File: src/rtl/pm_pkg.sv
package pm_pkg;

  typedef enum logic [1:0] {
    PS_RUN   = 2'd0,
    PS_IDLE  = 2'd1,
    PS_SLEEP = 2'd2
  } pstate_e;

  // Power code ordered by consumption: higher code, more power.
  function automatic logic [1:0] power_code(input pstate_e s);
    case (s)
      PS_RUN:   return 2'd3;
      PS_IDLE:  return 2'd1;
      default:  return 2'd0;
    endcase
  endfunction

  function automatic int max4(input int a, input int b, input int c, input int d);
    int m;
    m = a;
    if (b > m) m = b;
    if (c > m) m = c;
    if (d > m) m = d;
    return m;
  endfunction

endpackage

File: src/rtl/pm_observer.sv
// Counts consecutive idle cycles of the workload, saturating at the top.
module pm_observer #(
  parameter int CW = 8
) (
  input  logic          clk,
  input  logic          rst,
  input  logic          busy_i,
  input  logic          clr_i,
  output logic [CW-1:0] cnt_o
);

  localparam logic [CW-1:0] CMAX = '1;

  always_ff @(posedge clk) begin
    if (rst || clr_i || busy_i) begin
      cnt_o <= '0;
    end else if (cnt_o != CMAX) begin
      cnt_o <= cnt_o + 1'b1;
    end
  end

  // the count only grows, saturates or clears; it never wraps
  p_no_wrap_r3: assert property (@(posedge clk) disable iff (rst)
    (!$past(rst) && $past(cnt_o) != '0) |-> (cnt_o == '0 || cnt_o >= $past(cnt_o)));

endmodule

File: src/rtl/pm_latency_timer.sv
// Down-counter that holds a move in progress for a loaded number of cycles.
module pm_latency_timer #(
  parameter int TW = 8
) (
  input  logic          clk,
  input  logic          rst,
  input  logic          load_i,
  input  logic [TW-1:0] load_val_i,
  output logic          active_o,
  output logic          done_o
);

  logic [TW-1:0] remain;

  assign done_o = active_o && (remain == '0);

  always_ff @(posedge clk) begin
    if (rst) begin
      active_o <= 1'b0;
      remain   <= '0;
    end else if (load_i) begin
      active_o <= 1'b1;
      remain   <= load_val_i - 1'b1;
    end else if (active_o) begin
      if (remain == '0) active_o <= 1'b0;
      else              remain   <= remain - 1'b1;
    end
  end

  // the controller never reloads the timer while a move is running
  p_no_reload_r8: assert property (@(posedge clk) disable iff (rst)
    load_i |-> !active_o);

  // the last counted cycle ends the move
  p_done_ends_r7: assert property (@(posedge clk) disable iff (rst)
    done_o |=> !active_o);

endmodule

File: src/rtl/pm_sequencer.sv
// Power state controller: picks the next state and the latency of each move.
module pm_sequencer
  import pm_pkg::*;
#(
  parameter int CW             = 8,
  parameter int TW             = 12,
  parameter int LAT_RUN2IDLE   = 10,
  parameter int LAT_IDLE2RUN   = 10,
  parameter int LAT_IDLE2SLEEP = 90,
  parameter int LAT_SLEEP2RUN  = 4000
) (
  input  logic          clk,
  input  logic          rst,
  input  logic          irq_i,
  input  logic          wake_i,
  input  logic [CW-1:0] idle_cnt_i,
  input  logic [CW-1:0] idle_thr_i,
  input  logic [CW-1:0] sleep_thr_i,
  input  logic          active_i,
  input  logic          done_i,
  output logic          start_o,
  output logic [TW-1:0] load_val_o,
  output logic [1:0]    cmd_o,
  output logic [1:0]    state_o,
  output logic [1:0]    pcode_o
);

  localparam logic [TW-1:0] V_RUN2IDLE   = TW'(LAT_RUN2IDLE);
  localparam logic [TW-1:0] V_IDLE2RUN   = TW'(LAT_IDLE2RUN);
  localparam logic [TW-1:0] V_IDLE2SLEEP = TW'(LAT_IDLE2SLEEP);
  localparam logic [TW-1:0] V_SLEEP2RUN  = TW'(LAT_SLEEP2RUN);

  pstate_e cur, tgt, nxt;
  logic    pend;

  always_comb begin
    start_o    = 1'b0;
    nxt        = cur;
    load_val_o = '0;
    if (!active_i) begin
      case (cur)
        PS_RUN: begin
          if (idle_cnt_i >= idle_thr_i) begin
            start_o    = 1'b1;
            nxt        = PS_IDLE;
            load_val_o = V_RUN2IDLE;
          end
        end
        PS_IDLE: begin
          if (irq_i) begin
            start_o    = 1'b1;
            nxt        = PS_RUN;
            load_val_o = V_IDLE2RUN;
          end else if (idle_cnt_i >= sleep_thr_i) begin
            start_o    = 1'b1;
            nxt        = PS_SLEEP;
            load_val_o = V_IDLE2SLEEP;
          end
        end
        PS_SLEEP: begin
          if (wake_i || pend) begin
            start_o    = 1'b1;
            nxt        = PS_RUN;
            load_val_o = V_SLEEP2RUN;
          end
        end
        default: begin
          start_o    = 1'b1;
          nxt        = PS_RUN;
          load_val_o = V_IDLE2RUN;
        end
      endcase
    end
  end

  always_ff @(posedge clk) begin
    if (rst) begin
      cur     <= PS_RUN;
      tgt     <= PS_RUN;
      pend    <= 1'b0;
      pcode_o <= power_code(PS_RUN);
    end else begin
      if (start_o) tgt <= nxt;
      if (done_i) begin
        cur     <= tgt;
        pcode_o <= power_code(tgt);
      end
      if (start_o && cur == PS_SLEEP)
        pend <= 1'b0;
      else if (active_i && tgt == PS_SLEEP && irq_i)
        pend <= 1'b1;
    end
  end

  assign cmd_o   = tgt;
  assign state_o = cur;

  // during a move the command names a state other than the settled one
  p_cmd_target_r7: assert property (@(posedge clk) disable iff (rst)
    active_i |-> (tgt != cur));

  // when settled, command and state agree
  p_settled_match_r7: assert property (@(posedge clk) disable iff (rst)
    !active_i |-> (tgt == cur));

  // the reported state changes only at the end of a move
  p_change_after_xfer_r7: assert property (@(posedge clk) disable iff (rst)
    (!$past(rst) && cur != $past(cur)) |-> $past(active_i));

  // only the four legal moves ever occur
  p_legal_step_r4: assert property (@(posedge clk) disable iff (rst)
    (!$past(rst) && cur != $past(cur)) |->
      (($past(cur) == PS_RUN && cur == PS_IDLE) ||
       ($past(cur) == PS_IDLE && cur != PS_IDLE) ||
       ($past(cur) == PS_SLEEP && cur == PS_RUN)));

  // without an interrupt, settled IDLE never heads for RUN
  p_idle_exit_r5: assert property (@(posedge clk) disable iff (rst)
    (cur == PS_IDLE && !active_i && !irq_i) |=> (tgt != PS_RUN));

  // without a wake event or held interrupt, settled SLEEP stays put
  p_sleep_exit_r6: assert property (@(posedge clk) disable iff (rst)
    (cur == PS_SLEEP && !active_i && !wake_i && !pend) |=> !active_i);

endmodule

File: src/rtl/pm_power_manager.sv
module pm_power_manager
  import pm_pkg::*;
#(
  parameter int CW             = 8,
  parameter int LAT_RUN2IDLE   = 10,
  parameter int LAT_IDLE2RUN   = 10,
  parameter int LAT_IDLE2SLEEP = 90,
  parameter int LAT_SLEEP2RUN  = 4000
) (
  input  logic          clk,
  input  logic          rst,
  input  logic          busy_i,
  input  logic [CW-1:0] idle_thr_i,
  input  logic [CW-1:0] sleep_thr_i,
  input  logic          irq_i,
  input  logic          wake_i,
  output logic [1:0]    cmd_o,
  output logic [1:0]    state_o,
  output logic [1:0]    pcode_o,
  output logic          xfer_o
);

  localparam int LMAX = max4(LAT_RUN2IDLE, LAT_IDLE2RUN, LAT_IDLE2SLEEP, LAT_SLEEP2RUN);
  localparam int TW   = $clog2(LMAX + 1);

  logic [CW-1:0] idle_cnt;
  logic          start;
  logic [TW-1:0] load_val;
  logic          active, done;

  pm_observer #(.CW(CW)) u_obs (
    .clk    (clk),
    .rst    (rst),
    .busy_i (busy_i),
    .clr_i  (active | start),
    .cnt_o  (idle_cnt)
  );

  pm_latency_timer #(.TW(TW)) u_timer (
    .clk        (clk),
    .rst        (rst),
    .load_i     (start),
    .load_val_i (load_val),
    .active_o   (active),
    .done_o     (done)
  );

  pm_sequencer #(
    .CW             (CW),
    .TW             (TW),
    .LAT_RUN2IDLE   (LAT_RUN2IDLE),
    .LAT_IDLE2RUN   (LAT_IDLE2RUN),
    .LAT_IDLE2SLEEP (LAT_IDLE2SLEEP),
    .LAT_SLEEP2RUN  (LAT_SLEEP2RUN)
  ) u_seq (
    .clk         (clk),
    .rst         (rst),
    .irq_i       (irq_i),
    .wake_i      (wake_i),
    .idle_cnt_i  (idle_cnt),
    .idle_thr_i  (idle_thr_i),
    .sleep_thr_i (sleep_thr_i),
    .active_i    (active),
    .done_i      (done),
    .start_o     (start),
    .load_val_o  (load_val),
    .cmd_o       (cmd_o),
    .state_o     (state_o),
    .pcode_o     (pcode_o)
  );

  assign xfer_o = active;

  // the power code always matches the settled state
  p_pcode_r2: assert property (@(posedge clk) disable iff (rst)
    (state_o == 2'd0 && pcode_o == 2'd3) ||
    (state_o == 2'd1 && pcode_o == 2'd1) ||
    (state_o == 2'd2 && pcode_o == 2'd0));

endmodule

File: config.mk
export PLATFORM = sky130hd
export DESIGN_NAME = pm_power_manager
export DESIGN_NICKNAME = d
export VERILOG_FILES = /design/src/rtl/pm_pkg.sv /design/src/rtl/pm_observer.sv /design/src/rtl/pm_latency_timer.sv /design/src/rtl/pm_sequencer.sv /design/src/rtl/pm_power_manager.sv
export SDC_FILE = /design/constraint.sdc
export NUM_CORES = 1
export LEC_CHECK = 0
export ABC_CLOCK_PERIOD_IN_PS = 4000
export CAP_MARGIN = 20
export CORE_MARGIN = 8
export CORE_UTILIZATION = 50
export DETAILED_ROUTE_END_ITERATION = 10
export HOLD_SLACK_MARGIN = 0.1
export PLACE_DENSITY = 0.76
export SYNTH_ARGS = -nofsm -noshare
export SYNTH_HDL_FRONTEND = slang
export SYNTH_HIERARCHICAL = 1
export SYNTH_SLANG_ARGS = --single-unit
export TNS_END_PERCENT = 5
File: constraint.sdc
create_clock -name clk -period 4 [get_ports clk]
set_input_delay 0.8 -clock clk [delete_from_list [all_inputs] [get_ports clk]]
set_output_delay 0.8 -clock clk [all_outputs]
set_load 0.01 [all_outputs]
==> metrics.md, run 1 <==
| Metric | Value |
|---|---|
| Placer Congestion | `0.866` |
| Critical path capture point type | `register` |
| Vias in the first global route | `1768` |
| Period utilisation layout | `between 90% and 100%` |
| Die height | `82.5 um` |
| Post-synth ARST share | `0%` |
| Hold WS | `0.492 ns` |
| 1st-pass router iterations | `4` |
| I/O Buffers | `27` |
| Gr usage total | `15.3%` |
| Initial Util | `51.2%` |
| Gr ovfl total | `0` |
| FMAX | `0.259 GHz` |
| Layout Nets | `between 300 and 400` |
| Hold path endpoint | `u_seq/pcode_o[0]` |
| Post-route ant nets | `0` |
| Count of hold-fix buffers inserted at cts | `0` |
| Hold Path Stages | `2` |
| Leak | `1.09 nW` |
| Worst hold path class | `register to register` |
| Layout Cells excl Fill | `344` |
| Synth Cell Area | `2210 um2` |
| Clock sinks | `28` |
| Die ar. | `between 6000 and 7000 um2` |
| DR iter-0 viols | `79` |
| PwrDens | `between 150 and 200 nW/um2` |
| WL final | `4940 um` |
| R2R setup slack | `0.65 ns` |
| CTS root buf | `clkbuf_8` |
| Main flop type after synthesis | `dfxtp_1` |
| H-tree level count | `1` |
| First-pass GRT wire length | `approximately 8300 um` |
| ANT cells | `0` |
| Via count of the routed design | `1961` |
| WP data arrival | `4.04 ns` |
| Number of synthesized register bits | `28` |
| Core footprint | `about 4300 um2` |
| Worst-Skew Late Latency | `0.27 ns` |
| I/O Pins | `28` |
| CTS max path bufs | `2` |
| Sequential share of the synthesized area | `25.3%` |
| CP Max Fanout | `17` |
| Core Util, Final | `61.2%` |
| Startpoint Class | `input port` |
| Area grow syn2layout | `19.5%` |
| Post-Synthesis Cells | `260` |
| Max-cap viol count | `0` |
| YS warnings | `6` |
| HPWL after detailed placement | `3780 um` |
| Standard-cell row count | `24` |
| Setup CP Type | `input port to register` |
| CTS tree | `done` |
| Mapped Avg Cell Area | `around 8.5 um2` |
| Placed cells | `341` |
| Clk pin slew, worst setup/hold paths | `~0.090 ns` |
| Wire per inst | `about 14 um` |
| Die W | `approximately 83 um` |
| Final min period | `3.87 ns` |
| DRC Markers | `0` |
| Vias/cell | `5.70` |
| Peak VDD IR | `0.149 mV` |
| Reg2reg start | `u_obs/cnt_o[5]` |
| Status | `finished clean` |
| Final hold violation count | `0` |
| Worst R2R Path Depth | `12` |
| EDFF count, synth | `0` |
| Power, Total | `around 500 uW` |
| Initial antenna violation count | `0` |
| Slew headroom | `between 50% and 60%` |
| Most frequent cells in the layout | `dfxtp_1, clkdlybuf4s50_1, inv_1, ha_1` |
| Slew @ Worst Pin | `0.647 ns` |
| CTS Buf Count | `3` |
| Most common cell after layout, fill and taps aside | `dfxtp_1` |
| R2R Path End | `u_timer/remain[6]` |
| Layout Skew | `approximately 0.0092 ns` |
| Setup TNS | `0 ns` |
| CP Data Required Time | `4.17 ns` |
| Worst Hold Launch | `u_seq/pcode_o[0]` |
| Pin count of the biggest net entering global routing | `18` |
| Max-slew violations | `0` |
| Synth cell types | `59` |
| Share of layout cells above drive strength 1 | `14.4%` |
| Final setup violation count | `0` |
==> worst max-delay path: stages <==
cell	delay [ns]
clkdlybuf4s50_1	0.45
inv_1	0.05
ha_1	0.33
a21oi_2	0.14
o21ai_1	0.08
or4_4	0.50
o22ai_2	0.26
a21oi_4	0.15
buf_12	0.20
nor3_2	0.16
buf_4	0.16
o221ai_1	0.20
o21a_1	0.23
o311a_1	0.32
==> flip-flops by register name, indices dropped and copies added, names as in the netlist <==
signal            cells
u_timer/remain       12
u_obs/cnt_o           8
u_seq/cmd_o           2
u_seq/pcode_o         2
u_seq/state_o         2
u_seq/pend            1
u_timer/active_o      1
==> power by group <==
part	switching [mW]	internal, mW	total [mW]
sequential	0.00215	0.280	0.282
clock	0.0812	0.0676	0.149
combinational	0.0298	0.0354	0.0652
total	0.113	0.383	0.496
==> cell usage after synthesis, drive strengths merged, types with 2 or more instances <==
| library cell | count | share of area (%) |
|---|---|---|
| inv | 23 | 3.9 |
| a41oi | 3 | 1.2 |
| nor2b | 2 | 0.68 |
| a211oi | 8 | 2.9 |
| ha | 18 | 10 |
| o21ai | 16 | 3.6 |
| o21a | 7 | 2.4 |
| xnor2 | 7 | 2.8 |
| nand2b | 3 | 0.85 |
| nor4b | 2 | 1.4 |
| a31oi | 4 | 1.1 |
| nand4 | 3 | 0.85 |
| xor2 | 5 | 2.0 |
| o221ai | 2 | 1.1 |
| a21oi | 10 | 2.4 |
| nand2 | 16 | 2.8 |
| mux2i | 12 | 6.7 |
| dfxtp | 28 | 25 |
| o211ai | 3 | 1.0 |
| nor3 | 15 | 3.8 |
| and3 | 7 | 2.0 |
| nand3b | 2 | 0.68 |
| a311o | 2 | 0.90 |
| nor3b | 5 | 2.4 |
| buf | 15 | 5.2 |
| o311a | 2 | 0.90 |
| or3 | 2 | 0.57 |
| nor2 | 16 | 2.7 |
| nor4 | 3 | 0.85 |
| o22ai | 4 | 1.4 |
| nand3 | 3 | 0.68 |
==> per-stage QoR <==
stage / setup WS [ns] / instance area (um2)
finish: 0.133 / 2650
global route: -0.0242 / 2650
CTS: 0.104 / 2620
detailed placement: -0.169 / 2580
global placement: -0.0872 / 2580
floorplan: 0.0973 / 2220
==> metal layers <==
metal / up-vias / wire length, um / global-route usage [%]
met1: 922 / 2240 / 18.9
li1: 1004 / - / -
met2: 31 / 2520 / 26.5
met4: 0 / 51 / 4.31
met3: 4 / 129 / 2.49
met5: - / 0 / 0
==> cells by family (layout without fill, tap and decap cells) <==
| group | Yosys count | in the layout | share of synthesized area (%) |
|---|---|---|---|
| xor gates and xnor gates | 12 | 12 | 4.75 |
| AOI/OAI and AO/OA | 66 | 66 | 21.3 |
| DFF | 28 | 28 | 25.3 |
| and+or+nand+nor | 84 | 84 | 22.3 |
| buffers and inverters | 39 | 70 | 9.27 |
| muxes | 12 | 12 | 6.73 |
| adders and majority gates | 18 | 18 | 10.2 |
| other | 1 | 2 | 0.169 |
==> area by class of cell <==
cell class | instances | area [um2]
Clock buffer | 3 | 41.3
Fill cell | 378 | 1680
Inverter | 23 | 86.3
Multi-Input combinational cell | 194 | 1480
Sequential cell | 28 | 561
Tap cell | 52 | 65.1
Timing Repair Buffer | 44 | 410
==> repair_timing <==
item / CTS / global route
resized for setup: 0 / 4
setup endpoints to repair: 0 / 11
buffers inserted: 0 / 0
==> how the worst max path moves through the flow <==
stage                        start                end  slack (ns)
finish              sleep_thr_i[7]  u_timer/remain[6]        0.13
global route        sleep_thr_i[7]  u_timer/remain[6]       -0.02
CTS                 sleep_thr_i[7]  u_timer/remain[8]        0.10
detailed placement  sleep_thr_i[7]  u_timer/remain[8]       -0.17
global placement    sleep_thr_i[7]  u_timer/remain[8]       -0.09
floorplan           sleep_thr_i[7]  u_timer/remain[8]         0.1
No activity file was read; power rests on OpenSTA's default activity.
==> inputs of run 2 (changes only) <==
--- a/config.mk
+++ b/config.mk
@@ -5,13 +5,13 @@
 export SDC_FILE = /design/constraint.sdc
 export NUM_CORES = 1
 export LEC_CHECK = 0
-export ABC_CLOCK_PERIOD_IN_PS = 4000
+export ABC_CLOCK_PERIOD_IN_PS = 4100
 export CAP_MARGIN = 20
 export CORE_MARGIN = 8
 export CORE_UTILIZATION = 50
 export DETAILED_ROUTE_END_ITERATION = 10
 export HOLD_SLACK_MARGIN = 0.1
-export PLACE_DENSITY = 0.76
+export PLACE_DENSITY = 0.73
 export SYNTH_ARGS = -nofsm -noshare
 export SYNTH_HDL_FRONTEND = slang
 export SYNTH_HIERARCHICAL = 1
==> constraint.sdc (replaced) <==
create_clock -name clk -period 4.1 [get_ports clk]
set_input_delay 0.82 -clock clk [delete_from_list [all_inputs] [get_ports clk]]
set_output_delay 0.82 -clock clk [all_outputs]
set_load 0.01 [all_outputs]
==> metrics.md, run 2 (synthesis results as in run 1) <==
| Metric | Value |
|---|---|
| Most frequent cells in the layout | `dfxtp_1, clkdlybuf4s50_1, inv_1, ha_1, nor2_1` |
| Critical path capture point type | `register` |
| Power, Total | `514 uW (+3.6%)` |
| DR iter-0 viols | `154 (+95%)` |
| I/O Pins | `28 (unchanged)` |
| # fillers | `369 (-2.4%)` |
| Clock sinks | `28 (unchanged)` |
| DRC Markers | `0 (unchanged)` |
| FMAX | `0.258 GHz` |
| Final setup violation count | `0 (unchanged)` |
| Post-route ant nets | `0 (unchanged)` |
| R2R Path End | `u_timer/remain[8]` |
| Period utilisation layout | `94.5%` |
| Max-slew violations | `0 (unchanged)` |
| Die ar. | `6810 um2 (unchanged)` |
| Worst R2R Path Depth | `12 (unchanged)` |
| Placer Congestion | `0.834 (-3.7%)` |
| Worst-Skew Late Latency | `0.28 ns (about the same)` |
| CTS max path bufs | `2 (unchanged)` |
| Vias in the first global route | `1837 (+3.9%)` |
| Worst Hold Launch | `u_seq/pcode_o[0]` |
| Clk pin slew, worst setup/hold paths | `0.10 ns (about the same)` |
| Via count of the routed design | `1915 (-2.3%)` |
| Hold WS | `0.485 ns (-0.00695 ns)` |
| Setup CP Type | `input port to register` |
| Placed Area | `2550 um2 (-1.1%)` |
| H-tree level count | `1 (unchanged)` |
| Top routing layer used | `met4` |
| Share of layout cells above drive strength 1 | `14.1% (-0.29 points)` |
| CTS tree | `done` |
| Reg2reg start | `u_obs/cnt_o[5]` |
| ANT cells | `0 (unchanged)` |
| 1st-pass router iterations | `4 (unchanged)` |
| WL final | `4960 um (+0.26%)` |
| Count of hold-fix buffers inserted at cts | `0 (unchanged)` |
| R2R setup slack | `0.76 ns (+0.11 ns)` |
| Wire per inst | `14.4 um (+0.56%)` |
| Die W | `82.5 um (unchanged)` |
| Slew @ Worst Pin | `0.642 ns (-0.00509 ns)` |
| PwrDens | `195 nW/um2 (+4.1%)` |
| Final min period | `3.88 ns` |
| Most common cell after layout, fill and taps aside | `dfxtp_1` |
| Worst hold path class | `register to register` |
| Largest register FFs | `12 (unchanged)` |
| Gr ovfl total | `0 (unchanged)` |
| Largest Register | `u_timer/remain` |
| Max-cap viol count | `0 (unchanged)` |
| Area grow syn2layout | `18.9%` |
| Gr usage total | `15.6% (+0.30 points)` |
| Initial Util | `51.2% (unchanged)` |
| Vias/cell | `5.58 (-2.1%)` |
| Initial antenna violation count | `0 (unchanged)` |
| Postcts setup bufs | `0 (unchanged)` |
| HPWL after detailed placement | `3710 um (-1.7%)` |
| Core footprint | `4320 um2 (unchanged)` |
| Layout Skew | `0.00374 ns (-0.00548 ns)` |
| Slew headroom | `57.0% (+0.54 points)` |
| Hold path endpoint | `u_seq/pcode_o[0]` |
| WP data arrival | `4.06 ns (+0.02 ns)` |
| Routed wl met2 | `2370 um (-5.9%)` |
| Die height | `82.5 um (unchanged)` |
| DR WL met3 | `143 um (+11%)` |
| CP Data Required Time | `4.28 ns (+0.11 ns)` |
| Status | `finished clean` |
| Leak | `1.09 nW (-0.47%)` |
| Peak VDD IR | `0.124 mV (-17%)` |
| First-pass GRT wire length | `8540 um (+3.5%)` |
| Unrepaired setup endpoints after global routing | `false` |
| Pin count of the biggest net entering global routing | `17 (-1)` |
| Standard-cell row count | `24 (unchanged)` |
| CTS root buf | `clkbuf_8` |
| Layout Nets | `331 (-0.60%)` |
| Hold Path Stages | `2 (unchanged)` |
| Top Registers | `u_timer/remain (12), u_obs/cnt_o (8)` |
| CTS Buf Count | `3 (unchanged)` |
| Final hold violation count | `0 (unchanged)` |
| Startpoint Class | `input port` |
| Finished Cell Area | `2630 um2 (-0.52%)` |
| M1 WL | `2370 um (+5.7%)` |
| CP Max Fanout | `9 (-8)` |
| I/O Buffers | `27 (unchanged)` |
[run 2: changes by cell type in the layout (fill, tap and decap cells not counted), sizes merged]
cell	delta
buf	-2
clkbuf	+1
[run 2: what timing repair did]
| action | in CTS | in global routing |
|---|---|---|
| hold endpoints to repair | 0 | 0 |
| endpoints found under the setup margin | 0 | 9 |
| gates resized for setup | 0 | 4 |
[run 2: power by group]
part | total, mW | switching (mW) | leakage, nW | internal (mW)
registers | 0.275 | 0.00190 | 0.226 | 0.273
clock network | 0.175 | 0.0890 | 0.0288 | 0.0861
logic | 0.0634 | 0.0288 | 0.831 | 0.0347
total | 0.514 | 0.120 | 1.09 | 0.394
[run 2: area by class of cell]
cell class              count  area (um2)  area share, %
clock buffers               4        55.1           2.09
inverters                  23        86.3           3.28
multi-input cells         194        1480           56.3
flip-flops and latches     28         561           21.3
well taps                  52        65.1           2.47
repair buffers             42         383           14.6
[run 2: metrics by stage]
| step | worst slack (ns) | cells | utilization (%) | TNS [ns] |
|---|---|---|---|---|
| floorplan | 0.177 | 261 | - | 0 |
| global placement | -0.000677 | 339 | 59.0 | -0.000677 |
| detailed placement | -0.0817 | 339 | 59.0 | -0.350 |
| CTS | 0.215 | 343 | 60.2 | 0 |
| global route | 0.00775 | 343 | 60.9 | 0 |
| finish | 0.225 | 343 | 60.9 | 0 |
[run 2: per-layer routing]
metal	global-route usage, %	vias to the layer above
met5	0	-
met4	5.34	0
met3	2.49	6
met2	26.9	23
met1	19.1	885
li1	-	1001
[run 2: how the worst max path moves through the flow]
stage                        start            endpoint  slack, ns  depth (start not counted)
finish              sleep_thr_i[7]   u_timer/remain[8]       0.22                         14
global placement    sleep_thr_i[7]   u_timer/remain[8]    -0.0007                         13
floorplan           sleep_thr_i[7]   u_timer/remain[8]       0.18                         16
global route        sleep_thr_i[7]  u_timer/remain[11]      0.008                         14
CTS                 sleep_thr_i[7]   u_timer/remain[8]       0.21                         14
detailed placement  sleep_thr_i[7]   u_timer/remain[8]      -0.08                         14
[run 2: critical path, cell delays in order]
cell,delay [ns]
clkdlybuf4s50_1,0.46
inv_1,0.05
ha_1,0.33
a21oi_2,0.14
o21ai_1,0.08
or4_4,0.49
o22ai_2,0.25
a21oi_4,0.14
buf_4,0.22
nor3_4,0.19
o221ai_2,0.19
or3_1,0.36
and3_1,0.18
o21a_1,0.15
==> inputs of run 3 (changes only) <==
--- a/config.mk
+++ b/config.mk
@@ -8,10 +8,9 @@
 export ABC_CLOCK_PERIOD_IN_PS = 4100
 export CAP_MARGIN = 20
 export CORE_MARGIN = 8
-export CORE_UTILIZATION = 50
+export CORE_UTILIZATION = 34
 export DETAILED_ROUTE_END_ITERATION = 10
 export HOLD_SLACK_MARGIN = 0.1
-export PLACE_DENSITY = 0.73
 export SYNTH_ARGS = -nofsm -noshare
 export SYNTH_HDL_FRONTEND = slang
 export SYNTH_HIERARCHICAL = 1
==> metrics.md, run 3 (synthesis results as in run 1) <==
| Metric | Value |
|---|---|
| Status | `finished clean` |
| R2R Path End | `u_timer/remain[8]` |
| Initial antenna violation count | `0 (unchanged)` |
| Slew headroom | `57.3% (+0.27 points)` |
| Die height | `96.7 um (+17%)` |
| DRC Markers | `0 (unchanged)` |
| Final hold violation count | `0 (unchanged)` |
| CP Data Required Time | `4.29 ns (about the same)` |
| Count of hold-fix buffers inserted at cts | `0 (unchanged)` |
| Final min period | `3.88 ns (+0.00432 ns)` |
| Crit path buffers/inverters | `3 (unchanged)` |
| Die ar. | `9350 um2 (+37%)` |
| DR iter-0 viols | `83 (-46%)` |
| Largest register FFs | `12 (unchanged)` |
| Worst-Skew Late Latency | `0.28 ns (about the same)` |
| Via count of the routed design | `1952 (+1.9%)` |
| Critical path, cell by cell | `clkdlybuf4s50_1 > inv_1 > ha_1 > a21oi_2 > o21ai_1 > or4_4 > o22ai_2 > a21oi_4 > buf_4 > nor3_2 > o221ai_2 > or3_1 > and3_1 > o21a_1` |
| Vias/cell | `5.21 (-6.8%)` |
| Layout Skew | `0.0146 ns (+0.0109 ns)` |
| CP top delay family | `simple AND/OR/NAND/NOR gates` |
| # fillers | `657 (+78%)` |
| Initial Util | `35.1% (-16 points)` |
| Crit-path slowest cell | `or4_4` |
| Clk pin slew, worst setup/hold paths | `0.11 ns (about the same)` |
| Placed Area | `2630 um2 (+3.3%)` |
| CTS Buf Count | `3 (unchanged)` |
| Gr usage total | `10.6% (-5.0 points)` |
| R2R setup slack | `0.78 ns (+0.02 ns)` |
| Setup CP Type | `input port to register` |
| Share of layout cells above drive strength 1 | `15.4% (+1.3 points)` |
| CTS max path bufs | `2 (unchanged)` |
| Wire per inst | `13.5 um (-6.3%)` |
| Period utilisation layout | `94.6% (+0.11 points)` |
| Slack of the critical path | `0.220 ns (-0.00432 ns)` |
| Gr ovfl total | `0 (unchanged)` |
| Peak VDD IR | `0.127 mV (+2.9%)` |
| Most common cell after layout, fill and taps aside | `dfxtp_1` |
| FMAX | `0.258 GHz (-0.11%)` |
| Max stage delay on crit path | `0.49 ns (about the same)` |
| 1st-pass router iterations | `4 (unchanged)` |
| PwrDens | `206 nW/um2 (+5.4%)` |
| ANT cells | `0 (unchanged)` |
| CTS root buf | `clkbuf_8` |
| I/O Buffers | `27 (unchanged)` |
| WL final | `5080 um (+2.4%)` |
| Area grow syn2layout | `22.8%` |
| Max-slew violations | `0 (unchanged)` |
| Levels on crit path | `14 (unchanged)` |
| I/O Pins | `28 (unchanged)` |
| Startpoint Class | `input port` |
| Worst hold path class | `register to register` |
| Critical Path Sink | `u_timer/remain[8]` |
| WP data arrival | `4.07 ns (about the same)` |
| Top Registers | `u_timer/remain (12), u_obs/cnt_o (8)` |
| Standard-cell row count | `29 (+21%)` |
| Layout Nets | `338 (+2.1%)` |
| Reg2reg start | `u_obs/cnt_o[5]` |
| Unrepaired setup endpoints after global routing | `false` |
| Vias in the first global route | `1826 (-0.60%)` |
| Most frequent cells in the layout | `dfxtp_1, clkdlybuf4s50_1, inv_1, buf_4, ha_1` |
| First-pass GRT wire length | `8560 um (+0.23%)` |
| Core footprint | `6310 um2 (+46%)` |
| Critical path capture point type | `register` |
| Slew @ Worst Pin | `0.638 ns (-0.00411 ns)` |
| Pin count of the biggest net entering global routing | `17 (unchanged)` |
| Register Area | `561 um2 (unchanged)` |
| Footprint of the multi-input gates | `1470 um2 (-0.84%)` |
| HPWL after detailed placement | `3950 um (+6.4%)` |
| Worst R2R Path Depth | `12 (unchanged)` |
| Final setup violation count | `0 (unchanged)` |
| CP Max Fanout | `12 (+3)` |
| CP Launch Point | `sleep_thr_i[7]` |
| Largest Register | `u_timer/remain` |
| Clock sinks | `28 (unchanged)` |
| CTS tree | `done` |
| Max-cap viol count | `0 (unchanged)` |
| H-tree level count | `1 (unchanged)` |
| Finished Cell Area | `2720 um2 (+3.3%)` |
| Placer Congestion | `0.863 (+3.4%)` |
| Leak | `1.13 nW (+3.9%)` |
| Die W | `96.7 um (+17%)` |
| Pre-CTS WS | `-0.125 ns (-0.0437 ns)` |
| Post-route ant nets | `0 (unchanged)` |
## run 3: worst reg2reg max path, delay by kind of cell (launching register included)
kind / cells / cell delay [ns]
fa+ha+maj: 1 / 0.31
buf+inv: 1 / 0.25
flops: 1 / 0.50
compound gates: 6 / 0.98
simple gates: 4 / 1.22
## run 3: how the worst min path moves through the flow
stage                                  from           endpoint  slack, ns  depth (start not counted)
after CTS                  u_seq/pcode_o[0]   u_seq/pcode_o[0]       0.50                          2
after global routing      u_timer/remain[1]  u_timer/remain[1]       0.54                          2
final                      u_seq/pcode_o[0]   u_seq/pcode_o[0]       0.50                          2
after detailed placement   u_seq/pcode_o[0]   u_seq/pcode_o[0]       0.47                          2
after floorplan           u_timer/remain[7]  u_timer/remain[7]       0.47                          2
after global placement     u_seq/pcode_o[0]   u_seq/pcode_o[0]       0.46                          2
## run 3: where the power goes
part           switching (mW)  internal [mW]  total [mW]
logic                  0.0284         0.0351      0.0636
registers             0.00191          0.273       0.275
clock network          0.0901          0.131       0.221
total                   0.120          0.439       0.560
## run 3: cell type report
cell class	count	area share, %
clock buffer	3	1.52
clock inverter	1	1.10
inverter	23	3.18
multi-input combinational	194	54.0
sequential	28	20.6
tap	77	3.54
timing repair buffer	49	16.0
## run 3: per-layer routing
layer	up-vias	part of all wire (%)	track usage, %
met1	905	49	13.3
met5	-	0	0
li1	1021	-	-
met3	2	2.4	2.13
met4	0	0.61	2.13
met2	24	47	18.1
## run 3: what timing repair did
| item | 4_1_cts | 5_1_grt |
|---|---|---|
| gates resized for setup | 0 | 2 |
| endpoints found under the setup margin | 0 | 2 |
| setup buffers | 0 | 0 |
## run 3: metrics by stage
stage / power, mW / utilization (%) / setup TNS [ns] / hold slack (ns) / instances
floorplan: 0.315 / - / 0 / 0.472 / 261
global placement: 0.344 / 41.7 / -0.0740 / 0.465 / 371
detailed placement: 0.345 / 41.7 / -0.326 / 0.473 / 371
CTS: 0.567 / 42.8 / 0 / 0.504 / 375
global route: 0.588 / 43.1 / 0 / 0.540 / 375
finish: 0.560 / 43.1 / 0 / 0.496 / 375
